### src/rtl/cmd_reg_pkg.sv
package cmd_reg_pkg;

   typedef enum logic {
      CS_QUAD = 1'b0,
      CS_PAIR = 1'b1
   } cs_mode_e;

   localparam logic CS_IDLE = 1'b1;

endpackage

### src/rtl/cmd_fanout_reg.sv
module cmd_fanout_reg #(
   parameter int   W       = 8,
   parameter logic RST_BIT = 1'b0
) (
   input  logic         clk,
   input  logic         rst_n,
   input  logic [W-1:0] d,
   output logic [W-1:0] q_a,
   output logic [W-1:0] q_b
);

   localparam logic [W-1:0] RST_VEC = {W{RST_BIT}};

   generate
      if (W < 1) begin : g_bad_w
         $error("cmd_fanout_reg: W must be at least 1");
      end
   endgenerate

   always_ff @(posedge clk) begin
      if (!rst_n) begin
         q_a <= RST_VEC;
         q_b <= RST_VEC;
      end else begin
         q_a <= d;
         q_b <= d;
      end
   end

endmodule

### src/rtl/cmd_cs_router.sv
module cmd_cs_router
   import cmd_reg_pkg::*;
#(
   parameter int CS_W = 4
) (
   input  logic              clk,
   input  logic              rst_n,
   input  logic              pair_mode,
   input  logic [CS_W-1:0]   cs_in,
   output logic [CS_W/2-1:0] cs_a,
   output logic [CS_W/2-1:0] cs_b
);

   localparam int HALF = CS_W / 2;

   generate
      if ((CS_W < 2) || (CS_W % 2 != 0)) begin : g_bad_cs
         $error("cmd_cs_router: CS_W must be even and at least 2");
      end
   endgenerate

   logic [HALF-1:0] nxt_a;
   logic [HALF-1:0] nxt_b;

   genvar gi;
   generate
      for (gi = 0; gi < HALF; gi++) begin : g_lane
         assign nxt_a[gi] = cs_in[gi];
         assign nxt_b[gi] = (cs_mode_e'(pair_mode) == CS_PAIR) ? cs_in[gi]
                                                               : cs_in[gi + HALF];
      end
   endgenerate

   always_ff @(posedge clk) begin
      if (!rst_n) begin
         cs_a <= {HALF{CS_IDLE}};
         cs_b <= {HALF{CS_IDLE}};
      end else begin
         cs_a <= nxt_a;
         cs_b <= nxt_b;
      end
   end

endmodule

### src/rtl/cmd_parity_chk.sv
module cmd_parity_chk #(
   parameter int AC_W = 22
) (
   input  logic            clk,
   input  logic            rst_n,
   input  logic [AC_W-1:0] ac_in,
   input  logic            par_in,
   output logic            err_n
);

   generate
      if (AC_W < 1) begin : g_bad_ac
         $error("cmd_parity_chk: AC_W must be at least 1");
      end
   endgenerate

   logic calc_par;
   logic held_par;
   logic held_vld;

   assign calc_par = ^ac_in;

   always_ff @(posedge clk) begin
      if (!rst_n) begin
         held_par <= 1'b0;
         held_vld <= 1'b0;
         err_n    <= 1'b1;
      end else begin
         held_par <= calc_par;
         held_vld <= 1'b1;
         err_n    <= !(held_vld && (par_in != held_par));
      end
   end

endmodule

### src/rtl/cmd_reg_buf.sv
module cmd_reg_buf #(
   parameter int AC_W  = 22,
   parameter int CTL_W = 2,
   parameter int CS_W  = 4
) (
   input  logic              clk,
   input  logic              rst_n,
   input  logic              cs_pair_mode,
   input  logic [AC_W-1:0]   ac_in,
   input  logic [CTL_W-1:0]  cke_in,
   input  logic [CTL_W-1:0]  odt_in,
   input  logic [CS_W-1:0]   cs_in,
   input  logic              par_in,
   output logic [AC_W-1:0]   ac_a,
   output logic [AC_W-1:0]   ac_b,
   output logic [CTL_W-1:0]  cke_a,
   output logic [CTL_W-1:0]  cke_b,
   output logic [CTL_W-1:0]  odt_a,
   output logic [CTL_W-1:0]  odt_b,
   output logic [CS_W/2-1:0] cs_a,
   output logic [CS_W/2-1:0] cs_b,
   output logic              err_n
);

   generate
      if (CTL_W < 1) begin : g_bad_ctl
         $error("cmd_reg_buf: CTL_W must be at least 1");
      end
   endgenerate

   cmd_fanout_reg #(.W(AC_W), .RST_BIT(1'b0)) u_ac (
      .clk(clk), .rst_n(rst_n), .d(ac_in), .q_a(ac_a), .q_b(ac_b)
   );

   cmd_fanout_reg #(.W(CTL_W), .RST_BIT(1'b0)) u_cke (
      .clk(clk), .rst_n(rst_n), .d(cke_in), .q_a(cke_a), .q_b(cke_b)
   );

   cmd_fanout_reg #(.W(CTL_W), .RST_BIT(1'b0)) u_odt (
      .clk(clk), .rst_n(rst_n), .d(odt_in), .q_a(odt_a), .q_b(odt_b)
   );

   cmd_cs_router #(.CS_W(CS_W)) u_cs (
      .clk(clk), .rst_n(rst_n), .pair_mode(cs_pair_mode),
      .cs_in(cs_in), .cs_a(cs_a), .cs_b(cs_b)
   );

   cmd_parity_chk #(.AC_W(AC_W)) u_par (
      .clk(clk), .rst_n(rst_n), .ac_in(ac_in), .par_in(par_in), .err_n(err_n)
   );

endmodule

### config.mk
export PLATFORM = sky130hd
export DESIGN_NAME = cmd_reg_buf
export DESIGN_NICKNAME = d
export VERILOG_FILES = /design/src/rtl/cmd_reg_pkg.sv /design/src/rtl/cmd_fanout_reg.sv /design/src/rtl/cmd_cs_router.sv /design/src/rtl/cmd_parity_chk.sv /design/src/rtl/cmd_reg_buf.sv
export SDC_FILE = /design/constraint.sdc
export NUM_CORES = 1
export LEC_CHECK = 0
export BUFFER_PORTS_ARGS = -buffer_cell sky130_fd_sc_hd__buf_2
export CORE_UTILIZATION = 40
export DETAILED_ROUTE_END_ITERATION = 8
export GPL_ROUTABILITY_DRIVEN = 0
export PLACE_DENSITY = 0.83
export SETUP_SLACK_MARGIN = 0.15
export SYNTH_ARGS = -nofsm -noshare
export SYNTH_HDL_FRONTEND = slang
export SYNTH_SLANG_ARGS = --single-unit
### constraint.sdc
create_clock -name clk -period 1.5 [get_ports clk]
set_input_delay 0.15 -clock clk [delete_from_list [all_inputs] [get_ports clk]]
set_output_delay 0.15 -clock clk [all_outputs]
set_load 0.01 [all_outputs]
Word-level counts from Yosys, hierarchy flattened. Index checks and enable logic that the tools add are counted.

Memory bits (read-only): 0. Memories kept: 0. RAM bits: 0. Bits in latches: 0. Word-level logic and storage cells: 15. Bits in registers: 33.

Div/mod/pow operators: 0. Shift-type cells: 0. Magnitude comparators: 0. Equal/unequal tests: 1. Reduce and logical (&&, ||, !) cells: 3. Add/sub/neg operators: 0. Bitwise gates (word level): 0. Mux-type cells: 3. Multiply operators: 0.

Operators with widths (number): 22-bit parity (1); 1-bit two-way mux (3); 1-bit logical AND (1); 1-bit zero test (1); 1-bit != test (1).

Logic depth before layout (Yosys ltp). Gate-level depths: netlist of run 1.

Word-level depth: 3. Depth in mapped cells: 5. Mapped depth without buffers: 5.

Modules after synthesis. From an unflattened synthesis of run 1, not the netlist that was laid out.

Cell total of the unflattened synthesis: 116. Area, all modules: 1310.0 um^2.

By module, submodules not included: cmd_fanout_reg at u_ac (area an instance 785.8 um^2, instances 1, sequential area each 440.4 um^2, cells an instance 68); cmd_parity_chk (area an instance 269.0 um^2, instances 1, sequential area each 60.1 um^2, cells an instance 26); cmd_fanout_reg at u_cke ... (area an instance 67.6 um^2, instances 2, sequential area each 40.0 um^2, cells an instance 6); cmd_cs_router (area an instance 120.1 um^2, instances 1, sequential area each 80.1 um^2, cells an instance 10).

Worst setup path after synthesis of run 1. Ideal clock, no wire load.

Kind: input-to-reg. Start point: in ac_in[20]. End point: reg u_par.held_par. Stages on the path: 5. Slack: 0.255 ns. Arrival: 1.130 ns. Buffers on the path: 0. Library setup time: 0.115 ns. Cells stage by stage: xor2_1 > xnor2_1 > xnor2_1 > xnor3_1 > and2_1.

Word-level cells in the longest chain between the ends: 1.

Ends and longest elaborated chain: from (decl) (line cmd_reg_buf.sv:9) `input logic [AC_W-1:0] ac_in,`; 22-bit parity (line cmd_parity_chk.sv:21) `assign calc_par = ^ac_in;`; to (signal assigned) (line cmd_parity_chk.sv:29) `held_par <= calc_par;`; to (decl) (line cmd_parity_chk.sv:18) `logic held_par;`.

No other way between the ends. A chain may end at the register's enable or synchronous reset.

Worst setup path after layout of run 1. Same ends and word-level chain as after synthesis.

==> results of run 1 <==
[metal layers]
layer,global-route usage (%),vias up
met1,13.3,396
met2,24.8,52
met3,4.62,8
met4,11.2,0
met5,0,-
li1,-,465
[cell usage after synthesis]
master	n	area share [%]
clkbuf_1	3	0.88
buf_4	26	15
xor2_1	3	2.1
mux2i_1	2	1.6
and2_1	26	13
xnor3_1	1	1.8
dfxtp_1	33	52
xnor2_1	17	12
nand2b_1	2	0.98
nand3_1	1	0.39
nand2_1	2	0.59
and2_2	1	0.59
[power groups by stage]
stage / clock [mW] / combinational [mW] / sequential, mW
after global placement: 0 / 0.381 / 0.977
after floorplan: 0 / 0.259 / 1.00
after detailed placement: 0 / 0.394 / 0.979
final: 0.486 / 0.387 / 0.958
after global routing: 0.529 / 0.432 / 0.964
after CTS: 0.509 / 0.395 / 0.959
[sequential cells by signal, indices dropped and copies added, names as in the netlist]
register,cells
u_par.held_par,1
u_cs.cs_b,2
u_odt.q_a,2
u_par.held_vld,1
u_cke.q_a,2
u_par.err_n,1
u_cs.cs_a,2
u_ac.q_a,22
[layout make-up]
type / count / area share [%]
sequential: 33 / 40.4
clock buffer: 7 / 3.37
multi-input combinational: 55 / 25.3
timing repair buffer: 90 / 27.6
tap: 44 / 3.37
[stage by stage]
step,util (%),cells,setup slack (ps),area [sq um]
6_report,53.5,229,380,1630
5_1_grt,53.5,229,282,1630
4_1_cts,53.5,229,375,1630
3_5_place_dp,51.7,222,24.7,1580
3_3_place_gp,51.7,222,65.5,1580
2_1_floorplan,-,117,255,1280
[final timing paths]
path | endpoint | cells after the start
setup / recovery | u_par.held_par$_SDFF_PN0_ | 6
hold / removal | u_cs.cs_a[1]$_SDFF_PN1_ | 2
setup reg to reg | u_par.err_n$_SDFF_PN1_ | 2
hold reg to reg | u_par.err_n$_SDFF_PN1_ | 1
[worst register-to-register path, stage by stage, from the launching register on]
cell	delay, ps
dfxtp_1	330
xor2_1	130
nand3_1	90
[kinds of logic (layout without fill, tap and decap cells)]
kind of cell,after synthesis,count (layout),synth area share (%)
buffers and inverters,29,97,16.1
xor gates and xnor gates,21,21,15.4
muxes,2,2,1.56
and+or+nand+nor,32,32,15.2
DFF,33,33,51.6
==> flow_summary_export.csv, run 1 <==
group,metric,value,unit
pwr,peakVddDrop,579,uV
clocking,cts_tree,"built",
pwr,power.total,1.83,mW
setup_path,worstSetupStartpointType,"input port",
routing,ant_nets,0,
sta,slew_headroom,71.2,%
setup_path,path_cells,"buf_2 -> xor2_1 -> xnor2_1 -> xnor2_1 -> xnor3_1 -> and2_1",
setup_path,criticalPathCategory,"in2reg",
pwr,clkPwrFrac,26.5,%
pwr,p_int,1.38,mW
synthesis,yosys.cell_types.count,12,
pwr,switching_power,0.452,mW
sta,holdWs,23.4,ps
setup_path,arrival,1350,ps
status,outcome,"completed",
final_layout,finalNetCount,219,
synthesis,syn_avg_cell_area,10.9,sq um
sta,drv_slew,0,
pwr,power.share.switching,24.7,%
setup_path,cp_max_fo,2,
sta,tns,0,ps
synthesis,yosysSeqAreaShare,51.6,%
routing,dr_wl_met2,1130,microns
sta,fmax,0.893,GHz
setup_path,slowest_delay,410,ps
routing,vias,921,
grt,globalRouteOverflowTotal,0,
grt,first_global_vias,821,
final_layout,syn_to_final_growth,27.7,%
synthesis,synth_area,1280,sq um
final_layout,diodes,0,
sta,fin_crit,1120,ps
final_layout,layout.area.seq,661,sq um
clocking,h-tree-depth,2,
pwr,leakage,0.858,nW
die,dieArea,3430,sq um
pwr,power_density,1120,nW/um^2
clocking,cts-root-buf,"clkbuf_4",
setup_path,required,1730,ps
die,die_y,58.6,microns
clocking,cts_resized,0,
final_layout,fill_cells,295,
setup_path,crit_path_end_kind,"flop",
final_layout,drive_gt1_share,52.4,%
grt,grt_usage,14.1,%
clocking,cts_buffer_depth,2,
setup_path,r2r_start,"u_par.held_par$_SDFF_PN0_",
routing,drt_pass1_iterations,2,
setup_path,path_common_cell,"xnor2_1",
sta,setup_viol,0,
sta,tightest_slew,432,ps
clocking,cts_hold_buf,0,
sta,finalHoldViolCount,0,
grt,grt_antenna_before_repair,0,
worst_hold_path,min_from,"cs_in[1]",
routing,route.met3.wl,204,microns
synthesis,synth_nets,151,
clocking,cts_buffers,5,
routing,via_per_inst,4.02,
routing,route.final.wire_length,2250,microns
worst_hold_path,hold_class,"in2reg",
pwr,power_frac_comb,21.1,%
sta,rsz0062_at_grt,"no",
setup_path,crit_family,"XOR/XNOR gates",
final_layout,multi_input_comb_area,413,sq um
sta,skew,7.15,ps
routing,wl_met1,843,microns
die,initial_core_util,41.9,%
synthesis,ys_ff_latch,33,
setup_path,cp-startpoint,"ac_in[20]",
clocking,post_cts_buffers,0,
setup_path,worst_path_max_delay_cell,"xnor3_1",
clocking,clk_latency,320,ps
routing,wl_per_cell,9.80,microns
routing,routed.top_layer,"met4",
clocking,clk_pin_slew,90,ps
final_layout,final_cell_mix,"buf_2, dfxtp_1, and2_1",
die,coreArea,3050,sq um
placement,numPortBuffers,90,
clocking,cts.sinks,33,
sta,fin_crit_sh,74.7,%
final_layout,final_common_cell,"buf_2",
setup_path,rrSetupSlack,820,ps
grt,grt_pass1_wl,3440,microns
run,drv_cap,0,
die,num_io_pins,91,
synthesis,yosysWarnings,0,
synthesis,syn_inst,117,
setup_path,cp.buffers_inverters,1,
routing,drt-initial-drc-count,10,
pwr,pwr-share-seq,52.3,%
grt,grt_max_degree,34,
die,die_w,58.6,microns
routing,drc,0,
die,rows,20,
Power figures use the tool's default switching activity.
==> run 2: changes to the inputs <==
--- a/config.mk
+++ b/config.mk
@@ -6,10 +6,10 @@
 export NUM_CORES = 1
 export LEC_CHECK = 0
 export BUFFER_PORTS_ARGS = -buffer_cell sky130_fd_sc_hd__buf_2
-export CORE_UTILIZATION = 40
+export CORE_UTILIZATION = 36
 export DETAILED_ROUTE_END_ITERATION = 8
 export GPL_ROUTABILITY_DRIVEN = 0
-export PLACE_DENSITY = 0.83
+export PLACE_DENSITY = 0.79
 export SETUP_SLACK_MARGIN = 0.15
 export SYNTH_ARGS = -nofsm -noshare
 export SYNTH_HDL_FRONTEND = slang
==> constraint.sdc (replaced) <==
create_clock -name clk -period 1 [get_ports clk]
set_input_delay 0.1 -clock clk [delete_from_list [all_inputs] [get_ports clk]]
set_output_delay 0.1 -clock clk [all_outputs]
set_load 0.01 [all_outputs]
==> run 2 against run 1 <==
The run now ends with setup timing left; combinational power grew 120%; global-route usage grew 2.5 points; final area grew 43%; power grew 66%; first-iteration DRC count grew to 2.5 times the previous value; sequential share of layout area shrank 11 points; final cell count grew 12%; sequential cell count is the same; wire length grew 43%; non-clock buffer count grew 26; via count grew 16%; critical endpoint unchanged; largest cell class is now buffers; largest power group unchanged; highest routed layer unchanged.
==> flow_summary_export.csv, run 2 (synthesis results as in run 1) <==
group,metric,value,unit
run,drv_cap,0,
final_layout,fin_util,69.3,%
setup_path,required,1220,ps
die,num_io_pins,91,
setup_path,cp_max_fo,2,
routing,ant_nets,0,
routing,drt-initial-drc-count,25,
die,initial_core_util,38.1,%
placement,numPortBuffers,90,
clocking,cts_buffer_depth,2,
sta,skew,0.0147,ps
routing,wl_per_cell,12.5,microns
placement,pre_cts_ws,-433,ps
die,dieArea,3800,sq um
final_layout,finalNetCount,245,
setup_path,criticalPathCategory,"in2reg",
pwr,power_density,1310,nW/um^2
clocking,clk_latency,310,ps
setup_path,arrival,1240,ps
routing,vias,1068,
setup_path,crit_end,"u_par.held_par$_SDFF_PN0_",
sta,fin_crit,1020,ps
setup_path,crit_path_end_kind,"flop",
grt,grt_pass1_wl,4250,microns
sta,slew_headroom,86.5,%
final_layout,instances_no_fill,257,
die,die_y,61.6,microns
final_layout,final_common_cell,"buf_6",
setup_path,r2r_cells,2,
routing,drc,0,
clocking,cts-root-buf,"clkbuf_4",
sta,tns,-19.1,ps
final_layout,final_cell_mix,"buf_6, buf_2, dfxtp_2",
final_layout,multi_input_comb_area,469,sq um
grt,grt_usage,16.5,%
placement,dp_hpwl,1760,microns
setup_path,r2r_start,"u_par.held_par$_SDFF_PN0_",
sta,fmax,0.981,GHz
final_layout,layout.area.seq,696,sq um
pwr,leakage,1.09,nW
setup_path,cp-startpoint,"ac_in[5]",
status,violations,"setup timing",
setup_path,reg2reg_to,"u_par.err_n$_SDFF_PN1_",
grt,globalRouteOverflowTotal,0,
pwr,peakVddDrop,722,uV
status,outcome,"finished, violations left",
sta,drv_slew,0,
clocking,post_cts_buffers,0,
die,rows,21,
clocking,cts_buffers,5,
routing,route.final.wire_length,3210,microns
grt,grt_antenna_before_repair,0,
clocking,cts.sinks,33,
setup_path,worstSetupStartpointType,"input port",
final_layout,diodes,0,
clocking,cts_tree,"built",
die,coreArea,3360,sq um
final_layout,fill_cells,267,
routing,drt_pass1_iterations,4,
final_layout,syn_to_final_growth,82.1,%
clocking,clk_pin_slew,90,ps
setup_path,rrSetupSlack,350,ps
final_layout,largest_reg_flops,22,
final_layout,stdcell_area,2330,sq um
sta,finalWorstSetupSlack,-19.1,ps
final_layout,drive_gt1_share,63.5,%
sta,setup_viol,1,
die,die_w,61.6,microns
sta,finalHoldViolCount,0,
sta,tightest_slew,201,ps
sta,rsz0062_at_grt,"yes",
sta,fin_crit_sh,102,%
placement,post-place-cells,227,
grt,grt_max_degree,19,
worst_hold_path,hold_class,"in2reg",
placement,placed_area,1640,sq um
final_layout,top_register,"u_ac.q_a",
clocking,h-tree-depth,2,
routing,via_per_inst,4.16,
grt,first_global_vias,991,
## run 2: final cells by class
class,instances,area share [%]
repair buffers,116,45.2
multi-input cells,55,20.1
well taps,46,2.47
clock buffers,7,2.36
flip-flops and latches,33,29.8
## run 2: per-layer routing
layer | wire length (microns) | GRT usage (%) | vias to the layer above
met3 | 341 | 8.40 | 2
met4 | 17 | 6.67 | 0
met1 | 1180 | 15.1 | 481
li1 | - | - | 520
met5 | 0 | 0 | -
met2 | 1660 | 30.7 | 65
## run 2: critical path, stage by stage
cell and delay, ps:
buf_6 90, xor2_1 150, xnor2_1 200, xnor2_1 150, xnor3_1 410, and2_1 140
## run 2: worst min path at each step
stage,start,to,cells after the start
finish,ac_in[8],u_ac.q_a[8]$_SDFF_PN0_,2
global route,ac_in[2],u_ac.q_a[2]$_SDFF_PN0_,2
CTS,ac_in[8],u_ac.q_a[8]$_SDFF_PN0_,2
detailed placement,odt_in[0],u_odt.q_a[0]$_SDFF_PN0_,2
global placement,cs_in[0],u_cs.cs_a[0]$_SDFF_PN1_,2
floorplan,rst_n,u_par.held_vld$_DFF_P_,0
## run 2: what timing repair did
item                       4_1_cts  5_1_grt
hold buffers                    22        1
setup endpoints to repair       58       58
gates resized for setup         72       16
pin swaps                        2        8
hold endpoints to repair        22        1
## run 2: metrics by stage
stage | power [mW] | hold WS, ps
after global routing | 3.24 | 8.01
final | 3.04 | 23.1
after floorplan | 1.90 | 128
after detailed placement | 2.08 | 312
after global placement | 2.07 | 303
after CTS | 3.04 | 5.09
## run 2: power breakdown
group          total (mW)  switching (mW)  internal, mW
combinational       0.833           0.288         0.545
clock               0.728           0.396         0.332
sequential           1.48          0.0636          1.42
==> run 3: changes to the inputs <==
--- a/config.mk
+++ b/config.mk
@@ -5,8 +5,9 @@
 export SDC_FILE = /design/constraint.sdc
 export NUM_CORES = 1
 export LEC_CHECK = 0
+export ABC_AREA = 1
 export BUFFER_PORTS_ARGS = -buffer_cell sky130_fd_sc_hd__buf_2
-export CORE_UTILIZATION = 36
+export CORE_UTILIZATION = 38
 export DETAILED_ROUTE_END_ITERATION = 8
 export GPL_ROUTABILITY_DRIVEN = 0
 export PLACE_DENSITY = 0.79
==> run 3 against run 2 <==
The run now ends clean; synthesized cell count increased by 74%; clock power increased by 29%; clock skew increased by 4.5 ps; synthesized area increased by 16%; non-clock buffer count decreased by 21.
==> flow_summary_export.csv, run 3 <==
group,metric,value,unit
status,outcome,"completed",
setup_path,worstSetupStartpointType,"flop",
die,num_io_pins,91,
final_layout,finalNetCount,310,
synthesis,synth_edf_count,0,
setup_path,cp_max_fo,2,
worst_hold_path,hold_class,"in2reg",
setup_path,crit_path_end_kind,"output pin",
synthesis,yosys.cell_types.count,15,
die,die_y,64.5,microns
setup_path,worst_path_max_delay_cell,"dfxtp_2",
clocking,post_cts_buffers,0,
sta,finalWorstSetupSlack,162,ps
routing,route.final.wire_length,2960,microns
routing,dr_wl_met2,1630,microns
die,dieArea,4160,sq um
routing,drt-initial-drc-count,55,
placement,dp_hpwl,2140,microns
die,initial_core_util,40.2,%
die,coreArea,3690,sq um
grt,grt_antenna_before_repair,0,
routing,via_per_inst,4.05,
grt,grt_max_degree,21,
synthesis,yosysWarnings,0,
sta,slew_headroom,81.9,%
clocking,h-tree-depth,2,
synthesis,synth_area,1480,sq um
placement,post-place-cells,314,
routing,ant_nets,0,
synthesis,synth_nets,237,
grt,first_global_vias,1146,
final_layout,final_cell_mix,"buf_2, nand2_1, inv_1",
routing,drt_pass1_iterations,4,
sta,fin_crit,838,ps
final_layout,final_common_cell,"buf_2",
synthesis,yosys-top-cells-count,"nand2_1, inv_1, dfxtp_1",
synthesis,synth.most_common_cell,"nand2_1",
routing,wl_met1,1130,microns
sta,fin_crit_sh,83.8,%
clocking,clk_pin_slew,70,ps
sta,skew,4.50,ps
routing,wl_per_cell,9.12,microns
final_layout,instances_no_fill,325,
setup_path,path_cells,"buf_6",
sta,fmax,1.19,GHz
final_layout,stdcell_area,2170,sq um
placement,numPortBuffers,90,
setup_path,criticalPathCategory,"reg2out",
routing,route.met3.wl,146,microns
sta,rsz0062_at_grt,"yes",
run,drv_cap,0,
grt,grt_usage,14.0,%
synthesis,synth_top_area_cell,"dfxtp_1",
synthesis,yosys-top-cells-area,"dfxtp_1, nand2_1, buf_4",
placement,pre_cts_ws,-90.0,ps
clocking,cts_tree,"built",
setup_path,cp.buffers_inverters,1,
clocking,cts.sinks,33,
clocking,cts_buffer_depth,2,
grt,globalRouteOverflowTotal,0,
sta,drv_slew,0,
setup_path,arrival,740,ps
die,rows,22,
routing,vias,1316,
pwr,power_density,1410,nW/um^2
routing,routed.top_layer,"met4",
grt,grt_pass1_wl,4380,microns
synthesis,async_flop_share,0,%
synthesis,syn_inst,203,
clocking,cts-root-buf,"clkbuf_8",
setup_path,required,900,ps
setup_path,slowest_delay,360,ps
synthesis,synthFlopType,"dfxtp_1",
setup_path,crit_family,"flip-flops",
synthesis,syn_avg_cell_area,7.30,sq um
placement,placed_area,1850,sq um
sta,tightest_slew,271,ps
routing,drc,0,
sta,finalHoldViolCount,0,
clocking,cts_buffers,5,
final_layout,largest_reg_flops,22,
pwr,peakVddDrop,673,uV
final_layout,syn_to_final_growth,46.2,%
synthesis,yosysSeqAreaShare,44.6,%
final_layout,diodes,0,
final_layout,top_register,"u_ac.q_a",
synthesis,netlist.area_leader.share,44.6,%
pwr,leakage,1.35,nW
final_layout,drive_gt1_share,52.3,%
die,die_w,64.5,microns
sta,setup_viol,0,
synthesis,ys_ff_latch,33,
clocking,clk_latency,280,ps
run 3: cell families after synthesis:
group                  share of synthesized area (%)
AND/OR/NAND/NOR                                 21.6
flip-flops                                      44.6
XOR/XNOR                                        7.60
buffers and inverters                           24.6
AO/OA/AOI/OAI                                   1.69
run 3: routing by layer:
metal	vias to the layer above	GRT usage, %
met1	572	13.2
met5	-	0
li1	694	-
met3	4	3.70
met4	0	8.89
met2	46	26.3
run 3: stage by stage:
step	setup TNS (ps)	hold WS, ps	util [%]	total power, mW
floorplan	0	128	-	1.84
global placement	-51.9	282	50.1	2.02
detailed placement	-90.0	283	50.1	2.04
CTS	0	5.79	53.2	2.99
global route	0	21.0	58.8	3.23
finish	0	11.4	58.8	3.06
run 3: cell type report:
cell class / instances / area [sq um]
inverters: 42 / 158
repair buffers: 95 / 628
flip-flops and latches: 33 / 683
multi-input cells: 99 / 556
clock buffers: 6 / 72.6
well taps: 48 / 60.1
clock inverters: 2 / 10.0
fillers: 340 / 1520
run 3: path summary, 6_finish.rpt:
path | from | to | slack, ps | cells after the start
max | u_ac.q_a[3]$_SDFF_PN0_ | ac_a[3] | 160 | 1
min | cs_in[0] | u_cs.cs_a[0]$_SDFF_PN1_ | 10 | 3
max reg2reg | u_par.held_vld$_DFF_P_ | u_par.err_n$_SDFF_PN1_ | 340 | 3
min reg2reg | u_par.held_vld$_DFF_P_ | u_par.err_n$_SDFF_PN1_ | 470 | 3
run 3: timing repair:
item	in CTS	in global routing
hold buffers	3	0
gates cloned	0	0
endpoints found under the hold margin	3	0
pin swaps	0	22
endpoints found under the setup margin	5	35
gates resized for setup	3	67
run 3: where the power goes:
group	internal, mW	leakage [nW]	switching, mW
clock network	0.482	0.0450	0.457
logic	0.330	1.02	0.353
registers	1.40	0.280	0.0374
total	2.22	1.35	0.847
